===== src/rtl/dcd_pkg.sv =====
package dcd_pkg;

    // Cycle classes; the numeric value is the bit index in the one-hot output.
    typedef enum logic [3:0] {
        CYC_STANDBY = 4'd0,
        CYC_READ    = 4'd1,
        CYC_WRITE   = 4'd2,
        CYC_RMW     = 4'd3,
        CYC_PAGE_RD = 4'd4,
        CYC_PAGE_WR = 4'd5,
        CYC_HIDDEN  = 4'd6,
        CYC_RAS_REF = 4'd7,
        CYC_CBR     = 4'd8
    } cyc_e;

    localparam int NUM_CYC = 9;
    localparam int NUM_STB = 4;

    // Strobe bundle, raw pin polarity (0 = asserted). Field order is the
    // packing order used when the pins are concatenated.
    typedef struct packed {
        logic ras;
        logic cas;
        logic we;
        logic oe;
    } strobe_t;

endpackage


===== src/rtl/dcd_sync.sv =====
module dcd_sync #(
    parameter int   WIDTH   = 4,
    parameter int   STAGES  = 2,
    parameter logic RST_VAL = 1'b1
) (
    input  logic             clk,
    input  logic             rst_n,
    input  logic [WIDTH-1:0] d,
    output logic [WIDTH-1:0] q
);
    localparam int TOP = STAGES - 1;

    logic [STAGES-1:0][WIDTH-1:0] pipe_d, pipe_q;

    always_comb begin
        pipe_d = pipe_q;
        for (int s = STAGES - 1; s > 0; s--) begin
            pipe_d[s] = pipe_q[s-1];
        end
        pipe_d[0] = d;
    end

    always_ff @(posedge clk or negedge rst_n) begin
        if (!rst_n) pipe_q <= {STAGES{{WIDTH{RST_VAL}}}};
        else        pipe_q <= pipe_d;
    end

    assign q = pipe_q[TOP];

    initial begin
        assert (STAGES >= 2) else $error("dcd_sync needs at least two stages");
    end
endmodule


===== src/rtl/dcd_edge.sv =====
module dcd_edge #(
    parameter int WIDTH = 4
) (
    input  logic             clk,
    input  logic             rst_n,
    input  logic [WIDTH-1:0] lvl,
    output logic [WIDTH-1:0] fall
);
    logic [WIDTH-1:0] prev_d, prev_q;

    always_comb begin
        prev_d = lvl;
    end

    always_ff @(posedge clk or negedge rst_n) begin
        if (!rst_n) prev_q <= {WIDTH{1'b1}};
        else        prev_q <= prev_d;
    end

    // A strobe asserts when it goes from high to low.
    for (genvar i = 0; i < WIDTH; i++) begin : g_fall
        assign fall[i] = prev_q[i] & ~lvl[i];
    end
endmodule


===== src/rtl/dcd_refcnt.sv =====
module dcd_refcnt #(
    parameter int REF_W = 11
) (
    input  logic             clk,
    input  logic             rst_n,
    input  logic             inc,
    output logic [REF_W-1:0] cnt
);
    logic [REF_W-1:0] cnt_d, cnt_q;

    always_comb begin
        cnt_d = cnt_q;
        if (inc) cnt_d = cnt_q + 1'b1;
    end

    always_ff @(posedge clk or negedge rst_n) begin
        if (!rst_n) cnt_q <= '0;
        else        cnt_q <= cnt_d;
    end

    assign cnt = cnt_q;

    assert_ref_step_R11: assert property (@(posedge clk) disable iff (!rst_n)
        inc |=> (cnt_q == REF_W'($past(cnt_q) + 1'b1)));

    assert_ref_hold_R11: assert property (@(posedge clk) disable iff (!rst_n)
        !inc |=> $stable(cnt_q));
endmodule


===== src/rtl/dcd_classifier.sv =====
module dcd_classifier
    import dcd_pkg::*;
#(
    parameter int ADDR_W = 11,
    parameter int DATA_W = 4
) (
    input  logic              clk,
    input  logic              rst_n,
    input  strobe_t           lvl,
    input  strobe_t           fall,
    input  logic [ADDR_W-1:0] addr_s,
    input  logic [DATA_W-1:0] din_s,
    output cyc_e              kind,
    output logic              row_stb,
    output logic              col_stb,
    output logic [ADDR_W-1:0] row_addr,
    output logic [ADDR_W-1:0] col_addr,
    output logic              wr_stb,
    output logic [DATA_W-1:0] wr_data,
    output logic              dq_oe,
    output logic              ref_stb
);
    typedef struct packed {
        cyc_e              kind;
        logic              seen_cas;
        logic              accessed;
        logic              drive;
        logic              row_stb;
        logic              col_stb;
        logic              wr_stb;
        logic              ref_stb;
        logic [ADDR_W-1:0] row;
        logic [ADDR_W-1:0] col;
        logic [DATA_W-1:0] wdat;
    } st_t;

    st_t st_d, st_q;

    logic ras_lo, cas_lo, we_lo, oe_lo;
    logic in_refresh, in_read;

    always_comb begin
        ras_lo     = !lvl.ras;
        cas_lo     = !lvl.cas;
        we_lo      = !lvl.we;
        oe_lo      = !lvl.oe;
        in_refresh = (st_q.kind == CYC_CBR) || (st_q.kind == CYC_HIDDEN);
        in_read    = (st_q.kind == CYC_READ) || (st_q.kind == CYC_PAGE_RD);

        st_d         = st_q;
        st_d.row_stb = 1'b0;
        st_d.col_stb = 1'b0;
        st_d.wr_stb  = 1'b0;
        st_d.ref_stb = 1'b0;

        if (!ras_lo && !cas_lo) begin
            // Both strobes released: the cycle is over.
            st_d.kind     = CYC_STANDBY;
            st_d.seen_cas = 1'b0;
            st_d.accessed = 1'b0;
            st_d.drive    = 1'b0;
        end else begin
            if (fall.ras) begin
                if (cas_lo) begin
                    // Column strobe already low: refresh from the internal counter.
                    st_d.ref_stb = 1'b1;
                    if (st_q.accessed) begin
                        st_d.kind = CYC_HIDDEN;
                    end else begin
                        st_d.kind  = CYC_CBR;
                        st_d.drive = 1'b0;
                    end
                end else begin
                    st_d.row_stb  = 1'b1;
                    st_d.row      = addr_s;
                    st_d.kind     = CYC_RAS_REF;
                    st_d.seen_cas = 1'b0;
                    st_d.accessed = 1'b0;
                    st_d.drive    = 1'b0;
                end
            end else if (fall.cas && ras_lo && !in_refresh) begin
                st_d.col_stb  = 1'b1;
                st_d.col      = addr_s;
                st_d.seen_cas = 1'b1;
                if (we_lo) begin
                    st_d.kind     = st_q.seen_cas ? CYC_PAGE_WR : CYC_WRITE;
                    st_d.wr_stb   = 1'b1;
                    st_d.wdat     = din_s;
                    st_d.drive    = 1'b0;
                    st_d.accessed = 1'b1;
                end else begin
                    st_d.kind     = st_q.seen_cas ? CYC_PAGE_RD : CYC_READ;
                    st_d.drive    = oe_lo;
                    st_d.accessed = st_q.accessed | oe_lo;
                end
            end else if (fall.we && cas_lo && ras_lo && in_read) begin
                // Late write: either after the output was on, or a plain write.
                if (st_q.drive)                      st_d.kind = CYC_RMW;
                else if (st_q.kind == CYC_PAGE_RD)   st_d.kind = CYC_PAGE_WR;
                else                                 st_d.kind = CYC_WRITE;
                st_d.wr_stb   = 1'b1;
                st_d.wdat     = din_s;
                st_d.drive    = 1'b0;
                st_d.accessed = 1'b1;
            end else if (fall.oe && cas_lo && !we_lo && in_read) begin
                st_d.drive    = 1'b1;
                st_d.accessed = 1'b1;
            end

            if (!oe_lo) st_d.drive = 1'b0;
        end
    end

    always_ff @(posedge clk or negedge rst_n) begin
        if (!rst_n) begin
            st_q      <= '0;
            st_q.kind <= CYC_STANDBY;
        end else begin
            st_q <= st_d;
        end
    end

    assign kind     = st_q.kind;
    assign row_stb  = st_q.row_stb;
    assign col_stb  = st_q.col_stb;
    assign row_addr = st_q.row;
    assign col_addr = st_q.col;
    assign wr_stb   = st_q.wr_stb;
    assign wr_data  = st_q.wdat;
    assign dq_oe    = st_q.drive;
    assign ref_stb  = st_q.ref_stb;

    assert_standby_idle_R1: assert property (@(posedge clk) disable iff (!rst_n)
        (st_q.kind == CYC_STANDBY) |-> (!st_q.drive && !st_q.seen_cas));

    assert_row_stb_kind_R2: assert property (@(posedge clk) disable iff (!rst_n)
        st_q.row_stb |-> (st_q.kind == CYC_RAS_REF));

    assert_write_tristate_R5: assert property (@(posedge clk) disable iff (!rst_n)
        (st_q.kind == CYC_WRITE) |-> !st_q.drive);

    assert_rmw_off_R7: assert property (@(posedge clk) disable iff (!rst_n)
        (st_q.kind == CYC_RMW) |-> !st_q.drive);

    assert_cbr_tristate_R10: assert property (@(posedge clk) disable iff (!rst_n)
        (st_q.kind == CYC_CBR) |-> !st_q.drive);

    assert_cbr_row_hold_R10: assert property (@(posedge clk) disable iff (!rst_n)
        ((st_q.kind == CYC_CBR) && ($past(st_q.kind) == CYC_CBR)) |-> $stable(st_q.row));

    assert_ref_pulse_R9: assert property (@(posedge clk) disable iff (!rst_n)
        st_q.ref_stb |-> ((st_q.kind == CYC_CBR) || (st_q.kind == CYC_HIDDEN)));
endmodule


===== src/rtl/dram_cycle_decoder.sv =====
module dram_cycle_decoder
    import dcd_pkg::*;
#(
    parameter int ADDR_W      = 11,
    parameter int DATA_W      = 4,
    parameter int REF_W       = 11,
    parameter int SYNC_STAGES = 2
) (
    input  logic               clk,
    input  logic               rst_n,
    input  logic               ras_n,
    input  logic               cas_n,
    input  logic               we_n,
    input  logic               oe_n,
    input  logic [ADDR_W-1:0]  addr,
    input  logic [DATA_W-1:0]  dq_in,
    output logic [NUM_CYC-1:0] cyc_type,
    output logic               row_stb,
    output logic               col_stb,
    output logic [ADDR_W-1:0]  row_addr,
    output logic [ADDR_W-1:0]  col_addr,
    output logic               wr_stb,
    output logic [DATA_W-1:0]  wr_data,
    output logic               dq_oe,
    output logic               ref_stb,
    output logic [REF_W-1:0]   ref_row
);
    localparam int BUS_W = ADDR_W + DATA_W;

    logic [NUM_STB-1:0] stb_raw, stb_lvl, stb_fall;
    logic [BUS_W-1:0]   bus_raw, bus_s;
    strobe_t            lvl, fall;
    cyc_e               kind;

    assign stb_raw = {ras_n, cas_n, we_n, oe_n};
    assign bus_raw = {addr, dq_in};

    dcd_sync #(.WIDTH(NUM_STB), .STAGES(SYNC_STAGES), .RST_VAL(1'b1)) u_sync_stb (
        .clk   (clk),
        .rst_n (rst_n),
        .d     (stb_raw),
        .q     (stb_lvl)
    );

    // Buses ride the same depth so captures line up with the strobe samples.
    dcd_sync #(.WIDTH(BUS_W), .STAGES(SYNC_STAGES), .RST_VAL(1'b0)) u_sync_bus (
        .clk   (clk),
        .rst_n (rst_n),
        .d     (bus_raw),
        .q     (bus_s)
    );

    dcd_edge #(.WIDTH(NUM_STB)) u_edge (
        .clk   (clk),
        .rst_n (rst_n),
        .lvl   (stb_lvl),
        .fall  (stb_fall)
    );

    assign lvl  = strobe_t'(stb_lvl);
    assign fall = strobe_t'(stb_fall);

    dcd_classifier #(.ADDR_W(ADDR_W), .DATA_W(DATA_W)) u_cls (
        .clk      (clk),
        .rst_n    (rst_n),
        .lvl      (lvl),
        .fall     (fall),
        .addr_s   (bus_s[BUS_W-1:DATA_W]),
        .din_s    (bus_s[DATA_W-1:0]),
        .kind     (kind),
        .row_stb  (row_stb),
        .col_stb  (col_stb),
        .row_addr (row_addr),
        .col_addr (col_addr),
        .wr_stb   (wr_stb),
        .wr_data  (wr_data),
        .dq_oe    (dq_oe),
        .ref_stb  (ref_stb)
    );

    dcd_refcnt #(.REF_W(REF_W)) u_refcnt (
        .clk   (clk),
        .rst_n (rst_n),
        .inc   (ref_stb),
        .cnt   (ref_row)
    );

    assign cyc_type = NUM_CYC'(1) << kind;

    assert_onehot_R12: assert property (@(posedge clk) disable iff (!rst_n)
        $countones(cyc_type) == 1);

    assert_wr_single_R5: assert property (@(posedge clk) disable iff (!rst_n)
        wr_stb |=> !wr_stb);
endmodule


===== config.mk =====
export PLATFORM = sky130hd
export DESIGN_NAME = dram_cycle_decoder
export DESIGN_NICKNAME = d
export VERILOG_FILES = /design/src/rtl/dcd_pkg.sv /design/src/rtl/dcd_sync.sv /design/src/rtl/dcd_edge.sv /design/src/rtl/dcd_refcnt.sv /design/src/rtl/dcd_classifier.sv /design/src/rtl/dram_cycle_decoder.sv
export SDC_FILE = /design/constraint.sdc
export NUM_CORES = 1
export LEC_CHECK = 0
export BUFFER_PORTS_ARGS = -buffer_cell sky130_fd_sc_hd__buf_2
export CAP_MARGIN = 10
export CELL_PAD_IN_SITES_DETAIL_PLACEMENT = 0
export CELL_PAD_IN_SITES_GLOBAL_PLACEMENT = 2
export CORE_UTILIZATION = 33
export DETAILED_ROUTE_END_ITERATION = 6
export HOLD_SLACK_MARGIN = 0.05
export PLACE_DENSITY_LB_ADDON = 0.1
export SLEW_MARGIN = 20
export SYNTH_ARGS = -nofsm -noshare
export SYNTH_HDL_FRONTEND = slang
export SYNTH_SLANG_ARGS = --single-unit

===== constraint.sdc =====
create_clock -name clk -period 2.31 [get_ports clk]
set_input_delay 0.231 -clock clk [delete_from_list [all_inputs] [get_ports clk]]
set_output_delay 0.231 -clock clk [all_outputs]
set_load 0.1 [all_outputs]

==> impl_metrics.yaml, run 1 <==
run_status:
  status: "complete, no violations"
timing:
  finalCriticalPeriod_ns: 2.14
  timing.final.ws_setup_ns: 0.174
  max_freq_ghz: 0.468
  fin_worst_skew_ns: 0.00852
  hold_viol_final: 0
  rsz0062_at_grt: "false"
  post-route-period-util_pct: 92.5
  final_max_slew_viol_count: 0
  tightest_slew_ns: 0.515
  relSlewSlack_pct: 65.7
  setup_viol: 0
power_and_ir_drop:
  peakVddDrop_mv: 0.686
  clockPowerShare_pct: 20.0
  p_per_area_nw_per_um2: 1190
  power_frac_comb_pct: 40.7
  power.switching_uw: 2360
  p_int_uw: 2650
  power_frac_seq_pct: 39.3
  power.leakage_uw: 0.00203
  switching_share_pct: 47.1
cells_and_area:
  drive_gt1_share_pct: 46.3
  antenna_cells: 0
  final_area_um2: 4230
  postLayoutCoreUtil_pct: 42.7
  fill_cells: 954
  fin_cells: 455
  syn_to_final_growth_pct: 24.0
  nets: 340
clock_network:
  htree_levels: 3
  cts-root-buf: "clkbuf_8"
  cts_max_path_buffers: 2
  clkSlewWorstSetupHoldPaths_ns: 0.09
  cts_buffers: 9
  clk_latency_ns: 0.34
  cts_setup_buffers: 0
  cts_tree: "done"
  clock-sinks: 90
grt:
  grt_pass1_wl_mm: 10.7
  grt-ovfl-total: 0
  antenna_found_initial: 0
  grt_max_degree: 38
  grt_use_total_pct: 12.7
  grt_pass1_vias: 2083
setup_path:
  rr_endpoint: "u_cls.wr_data[2]$_DFFE_PN0P_"
  worst-path-max-fanout: 7
  path_buf_inv: 2
  worstPathArrival_ns: 1.91
  cpPeakStageDelay_ns: 0.48
  critPathLaunchType: "flip-flop"
  crit_slowest_cell: "buf_2"
  critPathKind: "reg -> out"
  worstSetupPathDepth: 4
  crit_end: "cyc_type[4]"
  critPathLaunch: "u_cls.kind[2]$_DFFE_PN0P_"
  r2r_slack_ns: 0.21
  worstPathRequired_ns: 2.08
  worstPathCellList: "buf_4 -> or2b_1 -> nor3_2 -> buf_2"
  crit_family: "buffers and inverters"
  rr_worst_depth: 5
  rr_startpoint: "u_cls.kind[0]$_DFFE_PN0P_"
  end_kind: "primary output"
logic_synthesis:
  synth-edff-count: 0
  synth_top_area_share_pct: 57.2
  syn_area_um2: 3410
  synth_top_cell_by_area: "dfrtp_1"
  syn_nets: 262
  ys_seq_elements: 90
  yosysSeqAreaShare_pct: 66.5
  yosysMostFrequentCell: "dfrtp_1"
  ys.flop_type: "dfrtp_1"
  synth_cell_type_count: 43
  synth_area_per_cell_um2: 14.3
  yosysWarnings: 0
  async_reset_ff_share_pct: 100
  ys_top_cells_by_count: "dfrtp_1 (78), buf_4 (29), mux2_2 (24)"
  synth_cells: 239
  synthTopCellsByArea: "dfrtp_1 (57%), dfstp_2 (9.2%), mux2_2 (7.9%), buf_4 (6.4%), xnor2_1 (2.3%)"
drt:
  highest_layer: "met4"
  wl_met3_um: 308
  via_count: 1969
  routed_wl_mm: 6.37
  viasPerCell: 4.33
  dr.pass1.iters: 4
  drtAntennaViolNets: 0
  wl_per_cell_um: 14.0
  wl_met2_mm: 3.07
  drtIter0Drc: 38
  drc: 0
  wl_met1_mm: 2.96
floorplan:
  die_h_um: 104
  die-area_um2: 10700
  rows: 36
  start_util_pct: 34.4
  core_region_area_um2: 9910
  ioPinCount: 72
  die-width_um: 104
job:
  max-cap-violations: 0
placed_design:
  dpl.hpwl_mm: 4.22
  port_buffers: 71
  dpl.cell_count: 419
  place_area_um2: 3830
  gp_congestion: 0.730
  dp_slack_ns: 0.0735
worst_hold_path:
  hp-class: "reg -> reg"
-- per-stage QoR --
stage,TNS [ns],hold WS [ns],total power (µW)
5_1_grt,0,0.361,5240
4_1_cts,0,0.354,5090
6_report,0,0.352,5010
3_3_place_gp,0,0.240,4030
2_1_floorplan,-10.35,-0.0646,3870
3_5_place_dp,0,0.244,4040
-- what timing repair did --
action | in CTS | in global routing
resized for setup | 0 | 1
setup endpoints to repair | 0 | 4
hold buffers | 20 | 0
endpoints found under the hold margin | 48 | 0
-- worst reg2reg max path, stage by stage, from the launching register on --
cell	delay, ns
dfrtp_1	0.52
nor4b_4	0.09
or4_4	0.57
mux2_4	0.33
nand2b_4	0.18
mux2_4	0.30
-- how the worst min path moves through the flow --
stage / startpoint / endpoint / slack (ns) / cells after the start
after floorplan: rst_n / u_cls.col_addr[0]$_DFFE_PN0P_ / -0.06 / 0
after global placement: rst_n / u_cls.kind[2]$_DFFE_PN0P_ / 0.24 / 1
after detailed placement: rst_n / u_cls.row_addr[10]$_DFFE_PN0P_ / 0.24 / 1
after CTS: u_sync_bus.pipe_d[27]$_DFF_PN0_ / u_sync_bus.q[12]$_DFF_PN0_ / 0.35 / 0
after global routing: u_sync_bus.pipe_d[19]$_DFF_PN0_ / u_sync_bus.q[4]$_DFF_PN0_ / 0.36 / 0
final: u_sync_bus.pipe_d[27]$_DFF_PN0_ / u_sync_bus.q[12]$_DFF_PN0_ / 0.35 / 0
-- state kept, by name (all words and copies together), names as in the netlist --
register	count
u_cls.col_addr	11
u_cls.col_stb	1
u_cls.dq_oe	1
u_cls.kind	4
u_cls.ref_stb	1
u_cls.row_addr	11
u_cls.row_stb	1
u_cls.st_q	2
u_cls.wr_data	4
u_cls.wr_stb	1
u_edge.prev_q	4
u_refcnt.cnt	11
u_sync_bus.pipe_d	15
u_sync_bus.q	15
u_sync_stb.pipe_d	4
u_sync_stb.q	4
-- power groups by stage --
stage / Sequential [µW] / Clock, µW / Combinational, µW
after global placement: 2000 / 0 / 2020
after global routing: 2010 / 1120 / 2110
after floorplan: 2240 / 0 / 1630
after detailed placement: 2010 / 0 / 2030
after CTS: 1980 / 1060 / 2060
final: 1970 / 1000 / 2040
-- layout make-up --
cell class                 count  area [µm²]  area share [%]
clock inverter                 4        33.8           0.799
inverter                       7        26.3           0.621
timing repair buffer         101         658            15.6
tap                          133         166            3.94
multi-input combinational    108         921            21.8
clock buffer                  12         155            3.67
sequential                    90        2270            53.6
-- per-layer routing --
layer,track usage (%),vias up
li1,-,939
met1,16.3,970
met2,21.0,58
met3,4.09,2
met4,3.06,0
met5,0,-
-- kinds of logic (layout without fill, tap and decap cells) --
kind of cell,after synthesis,after routing,share of synthesized area [%]
DFF,90,90,66.5
and+or+nand+nor,51,51,8.58
buffers and inverters,41,124,8.18
muxes,29,29,10.1
AOI/OAI and AO/OA,15,15,3.08
xor gates and xnor gates,11,11,2.82
adders and majority gates,2,2,0.734
-- cells in the final DEF, fill, tap and decap left out, types with 5 or more instances in the layout --
cell	Yosys	routed
dfstp_2	12	12
mux2_2	24	24
buf_2	1	70
dlygate4sd3_1	0	20
buf_4	29	9
nand2_1	11	11
mux2_4	5	5
xnor2_1	9	9
dfrtp_1	78	78
inv_1	7	7
nand3_1	7	7
clkbuf_8	0	11
No activity file was read; power rests on OpenSTA's default activity.
==> inputs of run 2 (changes only) <==
- CORE_UTILIZATION: 33 -> 30
- clock period: 2.31 -> 2.76 ns (I/O delays scaled with it)
==> run 2 against run 1 <==
Net effect:
- global-route usage down 0.98 points
- critical path type is now reg -> reg
- sequential power down 16%
- combinational power down 18%
==> impl_metrics.yaml, run 2 (same netlist as run 1, synthesis figures left out) <==
timing:
  final_max_slew_viol_count: 0
  relSlewSlack_pct: 55.2
  post-route-period-util_pct: 86.1
  setup_viol: 0
  tightest_slew_ns: 0.671
  fin_worst_skew_ns: 0.00631
  max_freq_ghz: 0.421
  whs_ns: 0.346
  rsz0062_at_grt: "false"
  hold_viol_final: 0
  timing.final.ws_setup_ns: 0.383
  finalCriticalPeriod_ns: 2.38
setup_path:
  worstPathArrival_ns: 2.60
  critPathKind: "reg -> reg"
  end_kind: "flip-flop"
  worstPathRequired_ns: 2.98
  cpMostUsedCell: "mux2_4"
  worstPathCellList: "nor4bb_2 -> or4_1 -> mux2_4 -> nand2b_4 -> mux2_4"
  worst-path-max-fanout: 10
  cpPeakStageDelay_ns: 0.72
  crit_slowest_cell: "or4_1"
  critPathLaunchType: "flip-flop"
floorplan:
  die-area_um2: 11800
  die_h_um: 109
  rows: 38
  ioPinCount: 72
  start_util_pct: 31.2
  core_region_area_um2: 10900
  die-width_um: 109
clock_network:
  post_cts_resized: 0
  clock-sinks: 90
  cts_tree: "done"
  cts_max_path_buffers: 2
  cts_buffers: 9
  cts_setup_buffers: 0
  clkSlewWorstSetupHoldPaths_ns: 0.06
  cts_hold_buf: 20
  cts-root-buf: "clkbuf_16"
  clk_latency_ns: 0.33
  htree_levels: 3
power_and_ir_drop:
  power_frac_comb_pct: 35.9
  power_frac_seq_pct: 35.7
  p_int_uw: 2640
  peakVddDrop_mv: 0.589
  p_per_area_nw_per_um2: 1080
  power.switching_uw: 2000
  power.leakage_uw: 0.00205
  clockPowerShare_pct: 28.3
  switching_share_pct: 43.2
cells_and_area:
  drive_gt1_share_pct: 44.5
  antenna_cells: 0
  postLayoutCoreUtil_pct: 39.3
  final_cell_mix: "dfrtp_1 (78), buf_2 (70), mux2_2 (24)"
  nets: 335
  syn_to_final_growth_pct: 25.9
  final_common_cell: "dfrtp_1"
drt:
  dr.pass1.iters: 4
  viasPerCell: 4.31
  routed_wl_mm: 6.31
  drtAntennaViolNets: 0
  drc: 0
  drtIter0Drc: 61
  wl_per_cell_um: 13.8
  via_count: 1970
worst_hold_path:
  hp-class: "reg -> reg"
run_status:
  status: "complete, no violations"
grt:
  grt_pass1_vias: 2041
  antenna_found_initial: 0
  grt_pass1_wl_mm: 10.1
  grt-ovfl-total: 0
  grt_max_degree: 53
  grt_use_total_pct: 11.8
placed_design:
  dp_slack_ns: 0.387
  port_buffers: 71
  gp_congestion: 0.723
  dpl.hpwl_mm: 4.07
job:
  max-cap-violations: 0
run 2: layer usage:
metal / vias to the layer above / part of all wire [%] / wire length (µm) / track usage [%]
met3: 9 / 4.5 / 285 / 3.71
met2: 38 / 47 / 2940 / 17.9
met1: 987 / 47 / 2980 / 14.8
met4: 0 / 1.6 / 104 / 6.37
met5: - / 0 / 0 / 0
li1: 936 / - / - / -
run 2: critical path, delay by kind of cell, from the launching register on:
kind / cells / cell delay [ns]
multiplexers: 2 / 0.67
flip-flops: 1 / 0.47
AND/OR/NAND/NOR: 3 / 1.12
run 2: layout make-up:
cell class | instances | area [µm²]
clock buffers | 12 | 246
inverters | 7 | 26.3
multi-input cells | 108 | 893
well taps | 140 | 175
fillers | 1069 | 6640
flip-flops and latches | 90 | 2270
repair buffers | 96 | 608
clock inverters | 4 | 76.3
run 2: power by group through the flow:
stage / combinational (µW) / clock (µW) / sequential [µW]
6_report: 1670 / 1310 / 1660
5_1_grt: 1730 / 1410 / 1680
4_1_cts: 1680 / 1370 / 1660
3_3_place_gp: 1650 / 0 / 1680
3_5_place_dp: 1660 / 0 / 1680
2_1_floorplan: 1340 / 0 / 1870
run 2: worst paths after layout:
check                                                      from                             to  slack [ns]  depth (start not counted)
worst max register to register        u_cls.kind[1]$_DFFE_PN0P_   u_cls.wr_data[0]$_DFFE_PN0P_        0.38                          5
worst min register to register  u_sync_bus.pipe_d[27]$_DFF_PN0_     u_sync_bus.q[12]$_DFF_PN0_        0.35                          0
worst min-delay path            u_sync_bus.pipe_d[27]$_DFF_PN0_     u_sync_bus.q[12]$_DFF_PN0_        0.35                          0
max in group asynchronous                                 rst_n     u_edge.prev_q[0]$_DFF_PN1_        1.61                          3
min in group asynchronous                                 rst_n  u_cls.row_addr[2]$_DFFE_PN0P_        0.46                          2
worst max-delay path                  u_cls.kind[1]$_DFFE_PN0P_   u_cls.wr_data[0]$_DFFE_PN0P_        0.38                          5
run 2: through the flow:
step,TNS [ns],instance area [µm²],power (µW),instances
detailed placement,0,3770,3340,421
global placement,0,3770,3330,421
CTS,0,4290,4710,457
global route,0,4290,4820,457
finish,0,4290,4640,457
floorplan,-20.94,3440,3220,239
==> inputs of run 3 (changes only) <==
- ABC_AREA: unset -> 1
- ABC_CLOCK_PERIOD_IN_PS: unset -> 2100
- clock period: 2.76 -> 2.1 ns (I/O delays scaled with it)
==> run 3 against run 2 <==
Net effect:
- final area increased by 2.1%
- clock-buffer cell count is 1 lower
- global-route usage is 0.11 points higher
- non-clock buffer count down 1
- register-to-register slack improved by 0.18 ns
- sequential share of layout area decreased by 1.1 points
- critical path depth fell by 1
- worst hold slack worse by 0.0094 ns
- area after synthesis grew 3.5%
- die area increased by 3.5%
- sequential power is 27% higher
- critical path type is now reg -> out
- critical endpoint is now cyc_type[4]
- largest cell class unchanged
==> impl_metrics.yaml, run 3 <==
clock_network:
  cts_hold_buf: 20
  htree_levels: 3
  cts_buffers: 9
  cts_setup_buffers: 0
  cts-root-buf: "clkbuf_16"
  clk_latency_ns: 0.33
  clkSlewWorstSetupHoldPaths_ns: 0.07
  cts_tree: "done"
  clock-sinks: 90
  cts_max_path_buffers: 2
  post_cts_resized: 0
logic_synthesis:
  ys.flop_type: "dfrtp_1"
  syn_area_um2: 3530
  synth_top_cell_by_area: "dfrtp_1"
  ys_seq_elements: 90
  synth_area_per_cell_um2: 11.0
  syn_nets: 345
  ys_top_cells_by_count: "dfrtp_1 (78), nand2_1 (69), inv_1 (30)"
  synth_cell_type_count: 30
  synthTopCellsByArea: "dfrtp_1 (55%), dfstp_2 (8.9%), nand2_1 (7.3%), buf_4 (5.5%), inv_1 (3.2%)"
  yosysWarnings: 0
  async_reset_ff_share_pct: 100
  synth_cells: 322
  synth_top_area_share_pct: 55.3
  yosysSeqAreaShare_pct: 64.2
  yosysMostFrequentCell: "dfrtp_1"
  synth-edff-count: 0
setup_path:
  cpPeakStageDelay_ns: 0.48
  critPathLaunchType: "flip-flop"
  rr_worst_depth: 7
  worstPathCellList: "nor2_2 -> nand2_2 -> inv_1 -> buf_2"
  worstPathArrival_ns: 1.61
  worstPathRequired_ns: 1.89
  critPathKind: "reg -> out"
  worst-path-max-fanout: 8
  end_kind: "primary output"
  crit_slowest_cell: "dfrtp_1"
power_and_ir_drop:
  power.leakage_uw: 0.00228
  p_per_area_nw_per_um2: 1310
  peakVddDrop_mv: 0.931
grt:
  grt_pass1_vias: 2295
  grt-ovfl-total: 0
  grt_pass1_wl_mm: 11.4
  grt_max_degree: 35
  grt_use_total_pct: 11.9
  antenna_found_initial: 0
timing:
  tightest_slew_ns: 0.503
  hold_viol_final: 0
  setup_tns_ns: 0
  post-route-period-util_pct: 86.6
  finalCriticalPeriod_ns: 1.82
  setup_viol: 0
  fin_worst_skew_ns: 0.00832
  rsz0062_at_grt: "false"
  final_max_slew_viol_count: 0
  relSlewSlack_pct: 66.7
  max_freq_ghz: 0.550
drt:
  drtAntennaViolNets: 0
  via_count: 2237
  drc: 0
  drtIter0Drc: 101
  routed_wl_mm: 6.56
  dr.pass1.iters: 4
  wl_per_cell_um: 12.0
  viasPerCell: 4.10
placed_design:
  dpl.hpwl_mm: 4.55
  dpl.cell_count: 509
  port_buffers: 71
  place_area_um2: 3880
  gp_congestion: 0.737
cells_and_area:
  final_common_cell: "dfrtp_1"
  final_cell_mix: "dfrtp_1 (78), buf_2 (70), nand2_1 (69)"
  fin_cells: 545
  syn_to_final_growth_pct: 24.1
  final_area_um2: 4380
  nets: 420
  antenna_cells: 0
  drive_gt1_share_pct: 34.8
floorplan:
  ioPinCount: 72
  die-area_um2: 12200
  die-width_um: 110
  rows: 39
  core_region_area_um2: 11500
  die_h_um: 110
  start_util_pct: 30.8
job:
  max-cap-violations: 0
run_status:
  status: "complete, no violations"
worst_hold_path:
  hp-class: "in -> async"
run 3: changes by cell type after synthesis, sizes merged, moves of 5 or more:
cell,previous run,this run
inv,7,37
mux2,29,1
nand2,11,76
nand2b,5,0
nor2,4,27
o21ai,4,26
xnor2,9,3
xor2,2,7
run 3: area by class of cell:
class | instances | area [µm²]
fill | 1182 | 7080
sequential | 90 | 2270
multi-input combinational | 164 | 891
timing repair buffer | 95 | 601
clock buffer | 11 | 243
tap | 143 | 179
inverter | 37 | 141
clock inverter | 5 | 61.3
run 3: critical path, delay by kind of cell, from the launching register on:
kind                   cells  cell delay, ns
and+or+nand+nor            2            0.29
buffers and inverters      2            0.50
DFF                        1            0.48
run 3: power by group:
part           leakage [µW]  switching (µW)  internal (µW)  total [µW]
Clock              0.000138             670            960        1630
Combinational       0.00105            1670            314        1980
Sequential          0.00109             152           1960        2110
Total               0.00228            2490           3230        5720
run 3: through the flow:
step / hold slack, ns / util, % / setup WS, ns / total power, µW
floorplan: -0.0856 / - / 0.0330 / 3960
detailed placement: 0.155 / 33.8 / 0.565 / 4120
global route: 0.359 / 38.2 / 0.202 / 6000
global placement: 0.158 / 33.8 / 0.603 / 4110
finish: 0.336 / 38.2 / 0.281 / 5720
CTS: 0.336 / 38.2 / 0.248 / 5820
run 3: routing by layer:
| metal | up-vias | global-route usage, % | wire [µm] |
|---|---|---|---|
| met5 | - | 0 | 0 |
| met4 | 0 | 4.53 | 54 |
| met3 | 4 | 4.06 | 343 |
| met2 | 52 | 18.3 | 2980 |
| met1 | 1064 | 15.3 | 3180 |
| li1 | 1117 | - | - |
run 3: cell families after synthesis:
group,count (synthesis),share of synthesized area (%)
simple gates,123,16.0
flops,90,64.2
buf+inv,68,10.8
compound gates,28,5.42
xor+xnor,10,2.48
fa+ha+maj,2,0.709
mux,1,0.319
run 3: worst paths after layout:
check / startpoint / endpoint / slack, ns
setup reg to reg: u_cls.kind[1]$_DFFE_PN0P_ / u_cls.col_addr[8]$_DFFE_PN0P_ / 0.56
min in group clk: u_sync_bus.pipe_d[18]$_DFF_PN0_ / u_sync_bus.q[3]$_DFF_PN0_ / 0.35
setup / recovery: u_cls.kind[1]$_DFFE_PN0P_ / cyc_type[4] / 0.28
hold / removal: rst_n / u_sync_bus.pipe_d[25]$_DFF_PN0_ / 0.34
hold reg to reg: u_sync_bus.pipe_d[18]$_DFF_PN0_ / u_sync_bus.q[3]$_DFF_PN0_ / 0.35
max in group asynchronous: rst_n / u_sync_stb.pipe_d[5]$_DFF_PN1_ / 1.11
